===== config.mk =====
export PLATFORM = sky130hd
export DESIGN_NAME = rtc_snapshot_counter
export DESIGN_NICKNAME = d
export VERILOG_FILES = /design/src/rtl/rtc_pkg.sv /design/src/rtl/rtc_ms_pulse.sv /design/src/rtl/rtc_time_count.sv /design/src/rtl/rtc_read_port.sv /design/src/rtl/rtc_snapshot_counter.sv
export SDC_FILE = /design/constraint.sdc
export NUM_CORES = 1
export LEC_CHECK = 0
export ABC_AREA = 1
export BUFFER_PORTS_ARGS = -buffer_cell sky130_fd_sc_hd__buf_2
export CORE_ASPECT_RATIO = 0.6
export CORE_MARGIN = 2
export CORE_UTILIZATION = 35
export CTS_BUF_LIST = sky130_fd_sc_hd__clkbuf_4
export DETAILED_ROUTE_END_ITERATION = 10
export GPL_TIMING_DRIVEN = 0
export MAX_ROUTING_LAYER = met4
export SYNTH_ARGS = -nofsm -noshare
export SYNTH_HDL_FRONTEND = slang
export SYNTH_HIERARCHICAL = 1
export SYNTH_SLANG_ARGS = --single-unit

===== constraint.sdc =====
create_clock -name clk_i -period 3.9 [get_ports clk_i]
set_input_delay 0.78 -clock clk_i [delete_from_list [all_inputs] [get_ports clk_i]]
set_output_delay 0.78 -clock clk_i [all_outputs]
set_load 0.01 [all_outputs]

===== src/rtl/rtc_pkg.sv =====
package rtc_pkg;

    localparam logic [31:0] OFFS_LIVE_SEC = 32'h08;
    localparam logic [31:0] OFFS_SNAP_SEC = 32'h0C;
    localparam logic [31:0] OFFS_MILLI    = 32'h10;

    typedef enum logic [1:0] {
        SEL_NONE,
        SEL_LIVE,
        SEL_SNAP,
        SEL_MILLI
    } rtc_sel_e;

    function automatic rtc_sel_e rtc_decode(input logic [31:0] addr);
        rtc_sel_e s;
        s = SEL_NONE;
        if (addr == OFFS_LIVE_SEC) s = SEL_LIVE;
        else if (addr == OFFS_SNAP_SEC) s = SEL_SNAP;
        else if (addr == OFFS_MILLI) s = SEL_MILLI;
        return s;
    endfunction

endpackage


===== src/rtl/rtc_ms_pulse.sv =====
module rtc_ms_pulse #(
    parameter int INC = 1000,
    parameter int MOD = 32768
) (
    input  logic clk_i,
    input  logic rst_ni,
    input  logic tick_i,
    output logic pulse_o
);
    localparam int ACC_W = $clog2(MOD + INC);
    localparam logic [ACC_W-1:0] INC_C = ACC_W'(INC);
    localparam logic [ACC_W-1:0] MOD_C = ACC_W'(MOD);

    typedef struct packed {
        logic [ACC_W-1:0] acc;
        logic             pulse;
    } st_t;

    st_t st_d, st_q;
    logic [ACC_W-1:0] sum;

    always_comb begin
        st_d       = st_q;
        st_d.pulse = 1'b0;
        sum        = st_q.acc + INC_C;
        if (tick_i) begin
            if (sum >= MOD_C) begin
                st_d.acc   = sum - MOD_C;
                st_d.pulse = 1'b1;
            end else begin
                st_d.acc = sum;
            end
        end
    end

    always_ff @(posedge clk_i) begin
        if (!rst_ni) st_q <= '0;
        else         st_q <= st_d;
    end

    assign pulse_o = st_q.pulse;

    // remainder always stays below the modulus
    p_acc_below_mod_r3: assert property (@(posedge clk_i) disable iff (!rst_ni)
        st_q.acc < MOD_C);
    // a step only follows a sampled enable
    p_pulse_after_tick_r3: assert property (@(posedge clk_i) disable iff (!rst_ni)
        !tick_i |=> !pulse_o);
endmodule


===== src/rtl/rtc_time_count.sv =====
module rtc_time_count #(
    parameter int MS_PER_SEC = 1000,
    parameter int SEC_W      = 32,
    localparam int MS_W      = $clog2(MS_PER_SEC)
) (
    input  logic             clk_i,
    input  logic             rst_ni,
    input  logic             step_i,
    output logic [MS_W-1:0]  ms_o,
    output logic [SEC_W-1:0] sec_o
);
    localparam logic [MS_W-1:0] MS_LAST = MS_W'(MS_PER_SEC - 1);

    typedef struct packed {
        logic [MS_W-1:0]  ms;
        logic [SEC_W-1:0] sec;
    } cnt_t;

    cnt_t cnt_d, cnt_q;

    always_comb begin
        cnt_d = cnt_q;
        if (step_i) begin
            if (cnt_q.ms == MS_LAST) begin
                cnt_d.ms  = '0;
                cnt_d.sec = cnt_q.sec + 1'b1;
            end else begin
                cnt_d.ms = cnt_q.ms + 1'b1;
            end
        end
    end

    always_ff @(posedge clk_i) begin
        if (!rst_ni) cnt_q <= '0;
        else         cnt_q <= cnt_d;
    end

    assign ms_o  = cnt_q.ms;
    assign sec_o = cnt_q.sec;

    // milliseconds never leave their range
    p_ms_range_r2: assert property (@(posedge clk_i) disable iff (!rst_ni)
        cnt_q.ms <= MS_LAST);
    // rollover clears ms and bumps seconds (modulo) on the same edge
    p_rollover_r2: assert property (@(posedge clk_i) disable iff (!rst_ni)
        (step_i && cnt_q.ms == MS_LAST) |=>
        (cnt_q.ms == '0 && cnt_q.sec == SEC_W'($past(cnt_q.sec) + 1'b1)));
    // without a step nothing moves
    p_hold_r3: assert property (@(posedge clk_i) disable iff (!rst_ni)
        !step_i |=> ($stable(cnt_q.ms) && $stable(cnt_q.sec)));
endmodule


===== src/rtl/rtc_read_port.sv =====
module rtc_read_port
    import rtc_pkg::*;
#(
    parameter int ADDR_W = 8,
    parameter int DATA_W = 32,
    parameter int SEC_W  = 32,
    parameter int MS_W   = 10
) (
    input  logic              clk_i,
    input  logic              rst_ni,
    input  logic              rd_en_i,
    input  logic [ADDR_W-1:0] rd_addr_i,
    input  logic [MS_W-1:0]   ms_i,
    input  logic [SEC_W-1:0]  sec_i,
    output logic              rd_valid_o,
    output logic [DATA_W-1:0] rd_data_o
);
    typedef struct packed {
        logic [SEC_W-1:0]  snap;
        logic [DATA_W-1:0] data;
        logic              valid;
    } rp_t;

    rp_t rp_d, rp_q;
    rtc_sel_e sel;

    always_comb begin
        sel         = rtc_decode(32'(rd_addr_i));
        rp_d        = rp_q;
        rp_d.valid  = rd_en_i;
        if (rd_en_i) begin
            unique case (sel)
                SEL_LIVE:  rp_d.data = DATA_W'(sec_i);
                SEL_SNAP:  rp_d.data = DATA_W'(rp_q.snap);
                SEL_MILLI: begin
                    rp_d.data = DATA_W'(ms_i);
                    rp_d.snap = sec_i;
                end
                default:   rp_d.data = '0;
            endcase
        end
    end

    always_ff @(posedge clk_i) begin
        if (!rst_ni) rp_q <= '0;
        else         rp_q <= rp_d;
    end

    assign rd_valid_o = rp_q.valid;
    assign rd_data_o  = rp_q.data;

    // a milliseconds read captures the seconds of that same state
    p_snap_load_r6: assert property (@(posedge clk_i) disable iff (!rst_ni)
        (rd_en_i && sel == SEL_MILLI) |=> (rp_q.snap == $past(sec_i)));
    // any other cycle leaves the snapshot alone
    p_snap_hold_r7: assert property (@(posedge clk_i) disable iff (!rst_ni)
        !(rd_en_i && sel == SEL_MILLI) |=> $stable(rp_q.snap));
    // valid follows the strobe by one edge
    p_valid_r4: assert property (@(posedge clk_i) disable iff (!rst_ni)
        rd_en_i |=> rd_valid_o);
endmodule


===== src/rtl/rtc_snapshot_counter.sv =====
module rtc_snapshot_counter #(
    parameter int ADDR_W     = 8,
    parameter int DATA_W     = 32,
    parameter int SEC_W      = 32,
    parameter int MS_PER_SEC = 1000,
    parameter int FRAC_INC   = 1000,
    parameter int FRAC_MOD   = 32768
) (
    input  logic              clk_i,
    input  logic              rst_ni,
    input  logic              tick32k_i,
    input  logic              rd_en_i,
    input  logic [ADDR_W-1:0] rd_addr_i,
    output logic              rd_valid_o,
    output logic [DATA_W-1:0] rd_data_o
);
    localparam int MS_W = $clog2(MS_PER_SEC);

    logic             ms_step;
    logic [MS_W-1:0]  ms_val;
    logic [SEC_W-1:0] sec_val;

    rtc_ms_pulse #(.INC(FRAC_INC), .MOD(FRAC_MOD)) u_pulse (
        .clk_i   (clk_i),
        .rst_ni  (rst_ni),
        .tick_i  (tick32k_i),
        .pulse_o (ms_step)
    );

    rtc_time_count #(.MS_PER_SEC(MS_PER_SEC), .SEC_W(SEC_W)) u_count (
        .clk_i  (clk_i),
        .rst_ni (rst_ni),
        .step_i (ms_step),
        .ms_o   (ms_val),
        .sec_o  (sec_val)
    );

    rtc_read_port #(.ADDR_W(ADDR_W), .DATA_W(DATA_W), .SEC_W(SEC_W), .MS_W(MS_W)) u_read (
        .clk_i      (clk_i),
        .rst_ni     (rst_ni),
        .rd_en_i    (rd_en_i),
        .rd_addr_i  (rd_addr_i),
        .ms_i       (ms_val),
        .sec_i      (sec_val),
        .rd_valid_o (rd_valid_o),
        .rd_data_o  (rd_data_o)
    );

    // no read data is flagged out of reset
    p_reset_quiet_r1: assert property (@(posedge clk_i)
        !rst_ni |=> !rd_valid_o);
endmodule


==> results summary <==
The cell area power density came out at 325 mW/mm^2. The count of yosys warnings during synthesis is 6. After clock tree synthesis, the flow added hold-fix buffers numbering 0. The number of port buffers came out at 43. The async set-reset flop share out of synthesis came out at 0%.

The initial core utilization is 35.9%. Yosys attributes the largest share of cell area to dfxtp_1, nand2_1, nor2_1. The share of power burned in the clock network came out at 38.4%. Clock tree synthesis selected as its root buffer the cell clkbuf_4. The worst register-to-register path begins at u_count/sec_o[0]$_SDFFE_PN0P_. The count of distinct cell types in the synthesized netlist is 34. The period utilization is 49.4%. The final critical-path required period came out at 1.93 ns. The worst hold path belongs to the class reg2reg. The number of global-route vias before repair came out at 5117.

The number of H-tree levels came out at 4. The final setup slack of the worst path came out at 1.97 ns. The number of cells on the worst hold path came out at 2.

Clock tree synthesis found a total of 121 sinks. From left edge to right edge, the die measures 176 um. The max-slew violation total from the final report came out at 0. In the routed design, unresolved DRC markers number 0. The fraction of the core area covered by cells at the end of the flow is 40.4%.

The number of antenna violations at the first check in global routing is 0. The sum of net half-perimeters after detailed placement came out at 11900 um. The area share of the largest cell type after synthesis is 39.2%.

The sort of element at the start of the critical path is a register. The power share of the combinational group is 6.1%. The path with the worst hold slack has its endpoint at u_read/rd_data_o[18]$_SDFFE_PN0P_. Setup repair after global routing left no endpoint under its margin. The area of the placeable core is 0.0172 mm^2. The largest stage delay on the critical path is 0.47 ns.

The die outline height came out at 107 um. The overall fraction of global-route tracks in use is 18.4%. The number of buffers inserted by post-CTS setup repair came out at 0. The total overflow reported by the global router is 0. The endpoint arrival time on the critical path is 2.40 ns. The largest total area in the synthesized netlist belongs to dfxtp_1. The share of post-route cells with drive strength above 1 came out at 16.9%. The worst ir drop on vdd is 0.128 mV. Internal power comes to 1.68 mW.

The run finished with clean final reports. The cell area after placement is 0.00669 mm^2. The hold slack is 0.467 ns. The total negative setup slack came out at 0 ns. The switching share of total power came out at 25.9%. The critical path in this run is classified as reg2reg. The slowest stage of the critical path is the dfxtp_1 cell. The final cell area excluding filler cells is 0.00696 mm^2. Synthesis produced a netlist with a net count of 934. Clock skew on the completed layout was measured at 0.0198 ns.

In this run the register-to-register setup slack is 1.97 ns. The start point of the worst min-delay path is u_read/rd_data_o[18]$_SDFFE_PN0P_. In this run the critical register-to-register path is captured at u_count/sec_o[30]$_SDFFE_PN0P_. The most critical setup path has its startpoint at u_count/sec_o[0]$_SDFFE_PN0P_. After detailed routing, the number of vias per cell comes to 4.77. Entering global routing, the biggest net connects 17 pins. STA classifies the critical path endpoint as a register. The final-stage net count came out at 996.

Walking the worst path, the cells encountered are ha_1 > nand2_1 > nor2_1 > nand2_1 > nor2_1 > nand3_1 > nand2_1 > inv_1 > nor2_1. In the final routed layout, each cell accounts on average for 13.0 um. TritonCTS built the clock tree. The area growth from synthesis to layout is 12.6%. The worst register-to-register path has a depth of 9. Fill cells in the final layout number 1874.

The area of the die is 0.0188 mm^2. Data on the critical path is required at its endpoint by 4.37 ns. The number of buffers on the longest clock path came out at 2.

The fmax is 0.519 GHz. By count the netlist is led by nand2_1, nor2_1, dfxtp_1. 0 antenna diodes ended up in the layout. The final hold violation count is 0. The wire length reported by the detailed router is 15900 um.

The gate count after technology mapping is 919. nand2_1 is the most common cell in the netlist. At the later pin of the worst-skew pair, clock insertion delay measures 0.53 ns. The switching power of the nets came out at 0.587 mW. In this run the cell area of the synthesized design comes to 0.00618 mm^2. The number of register bits inferred by synthesis came out at 121.

The number of buffers created by CTS is 17. The register share of total power is 55.5%. Max-cap violations in this run came to 0. In the synthesized netlist the dominant register cell turns out to be dfxtp_1. OpenSTA, run right after detailed placement, puts the worst setup slack at 1.91 ns.

The number of top-level pins came out at 45. The number of resized instances in the post-cts repair step came out at 0. The total power is 2.26 mW. The remaining antenna violation count came out at 0. The actual transition at the worst max-transition pin is 0.568 ns. The tightest slew margin relative to the limit is 62.1%. The final estimated routing congestion in global placement came out at 0.867. The first global-routing pass estimated 26400 um of wire. The total via count after detailed routing came out at 5857.

The largest fanout of any net on the critical path came out at 6. Setup violations remaining at the end of the flow were counted as 0. The count of placed standard cells including taps came out at 1196. The number of standard cells in the final layout excluding fillers came out at 1228. The number of synthesized flops with an enable pin is 0.

The number of iterations in the first detailed-routing pass came out at 7. The first routing iteration left 449 violations. The static leakage came out at 2.87 nW. The mean instance size in the synthesized netlist came out at 6.72 um^2. The count of standard-cell rows came out at 37.

The share of synthesized area occupied by flip-flops and latches is 39.2%. The clock transition time at the flip-flop clock pins of the worst setup and hold paths is 0.11 ns.
## placed cells by master, fill, tap and decap left out, types with 3 or more instances in the layout
| cell | synthesis | layout |
|---|---|---|
| nand2_1 | 203 | 203 |
| nor2_1 | 138 | 138 |
| dfxtp_1 | 121 | 121 |
| nand3_1 | 101 | 101 |
| inv_1 | 83 | 83 |
| a21oi_1 | 63 | 63 |
| buf_2 | 8 | 51 |
| buf_4 | 43 | 43 |
| o21ai_0 | 38 | 38 |
| o21ai_1 | 22 | 22 |
| clkbuf_4 | 0 | 19 |
| nand4_1 | 14 | 14 |
| clkbuf_1 | 12 | 12 |
| nor2_2 | 9 | 9 |
| inv_2 | 9 | 9 |
| nand2_2 | 8 | 8 |
| nor3_1 | 8 | 8 |
| nor2_4 | 6 | 6 |
| clkinv_2 | 0 | 4 |
| buf_6 | 4 | 4 |
| xnor2_1 | 4 | 4 |
| buf_1 | 4 | 4 |
| clkinv_1 | 1 | 3 |
| nand2_4 | 3 | 3 |
| a31oi_1 | 3 | 3 |
| ha_1 | 3 | 3 |
## area by class of cell
cell class	instances	area (um^2)	share of cell area (%)
clock buffer	19	143	2.05
clock inverter	13	129	1.85
inverter	93	349	5.02
tap	234	293	4.21
sequential	121	2420	34.8
buffer	71	468	6.73
multi-input combinational	634	2940	42.2
timing repair buffer	43	215	3.09
## power by group through the flow
| stage | Sequential (mW) | Combinational, mW | Clock (mW) |
|---|---|---|---|
| after floorplan | 1.28 | 0.0995 | 0 |
| after global placement | 1.28 | 0.135 | 0 |
| after detailed placement | 1.28 | 0.136 | 0 |
| after CTS | 1.26 | 0.136 | 0.901 |
| after global routing | 1.26 | 0.157 | 0.960 |
| final | 1.26 | 0.137 | 0.870 |
## routing by layer
metal / wire length (um) / part of all wire, % / GRT usage (%) / vias to the layer above
li1: - / - / - / 3038
met1: 8970 / 56 / 28.3 / 2660
met2: 5740 / 36 / 23.2 / 150
met3: 1100 / 6.9 / 4.15 / 9
met4: 123 / 0.77 / 5.14 / 0
met5: 0 / 0 / - / -
## state kept, by name, indices dropped and copies added (netlist names)
name	cells
u_count/sec_o	32
u_count/ms_o	10
u_pulse/st_q	13
u_pulse/pulse_o	1
u_read/rd_data_o	32
u_read/rd_valid_o	1
u_read/rp_q	32
## worst max-delay path by stage
stage	slack [ns]	endpoint
finish	1.97	u_count/sec_o[30]$_SDFFE_PN0P_
global route	1.77	u_count/sec_o[22]$_SDFFE_PN0P_
CTS	1.93	rd_data_o[21]
detailed placement	1.91	u_count/sec_o[15]$_SDFFE_PN0P_
global placement	1.87	u_count/sec_o[1]$_SDFFE_PN0P_
floorplan	2.32	u_read/rp_q[44]$_SDFFE_PN0P_
## critical path, delay by kind of cell, from the launching register on
kind	cells	cell delay [ns]
adder cells (fa/ha/maj)	1	0.22
flip-flops	1	0.47
AND/OR/NAND/NOR	7	1.13
buffers and inverters	1	0.03
## cell families (layout without fill, tap and decap cells)
logic type                 Yosys count  after routing  share of synthesized area, %
and+or+nand+nor                    497            497                          35.6
AOI/OAI and AO/OA                  129            129                          10.7
DFF                                121            121                          39.2
adders and majority gates            3              3                         0.608
xor gates and xnor gates             5              5                         0.709
buffers and inverters              164            239                          13.2
(Power assumes the default switching activity.)
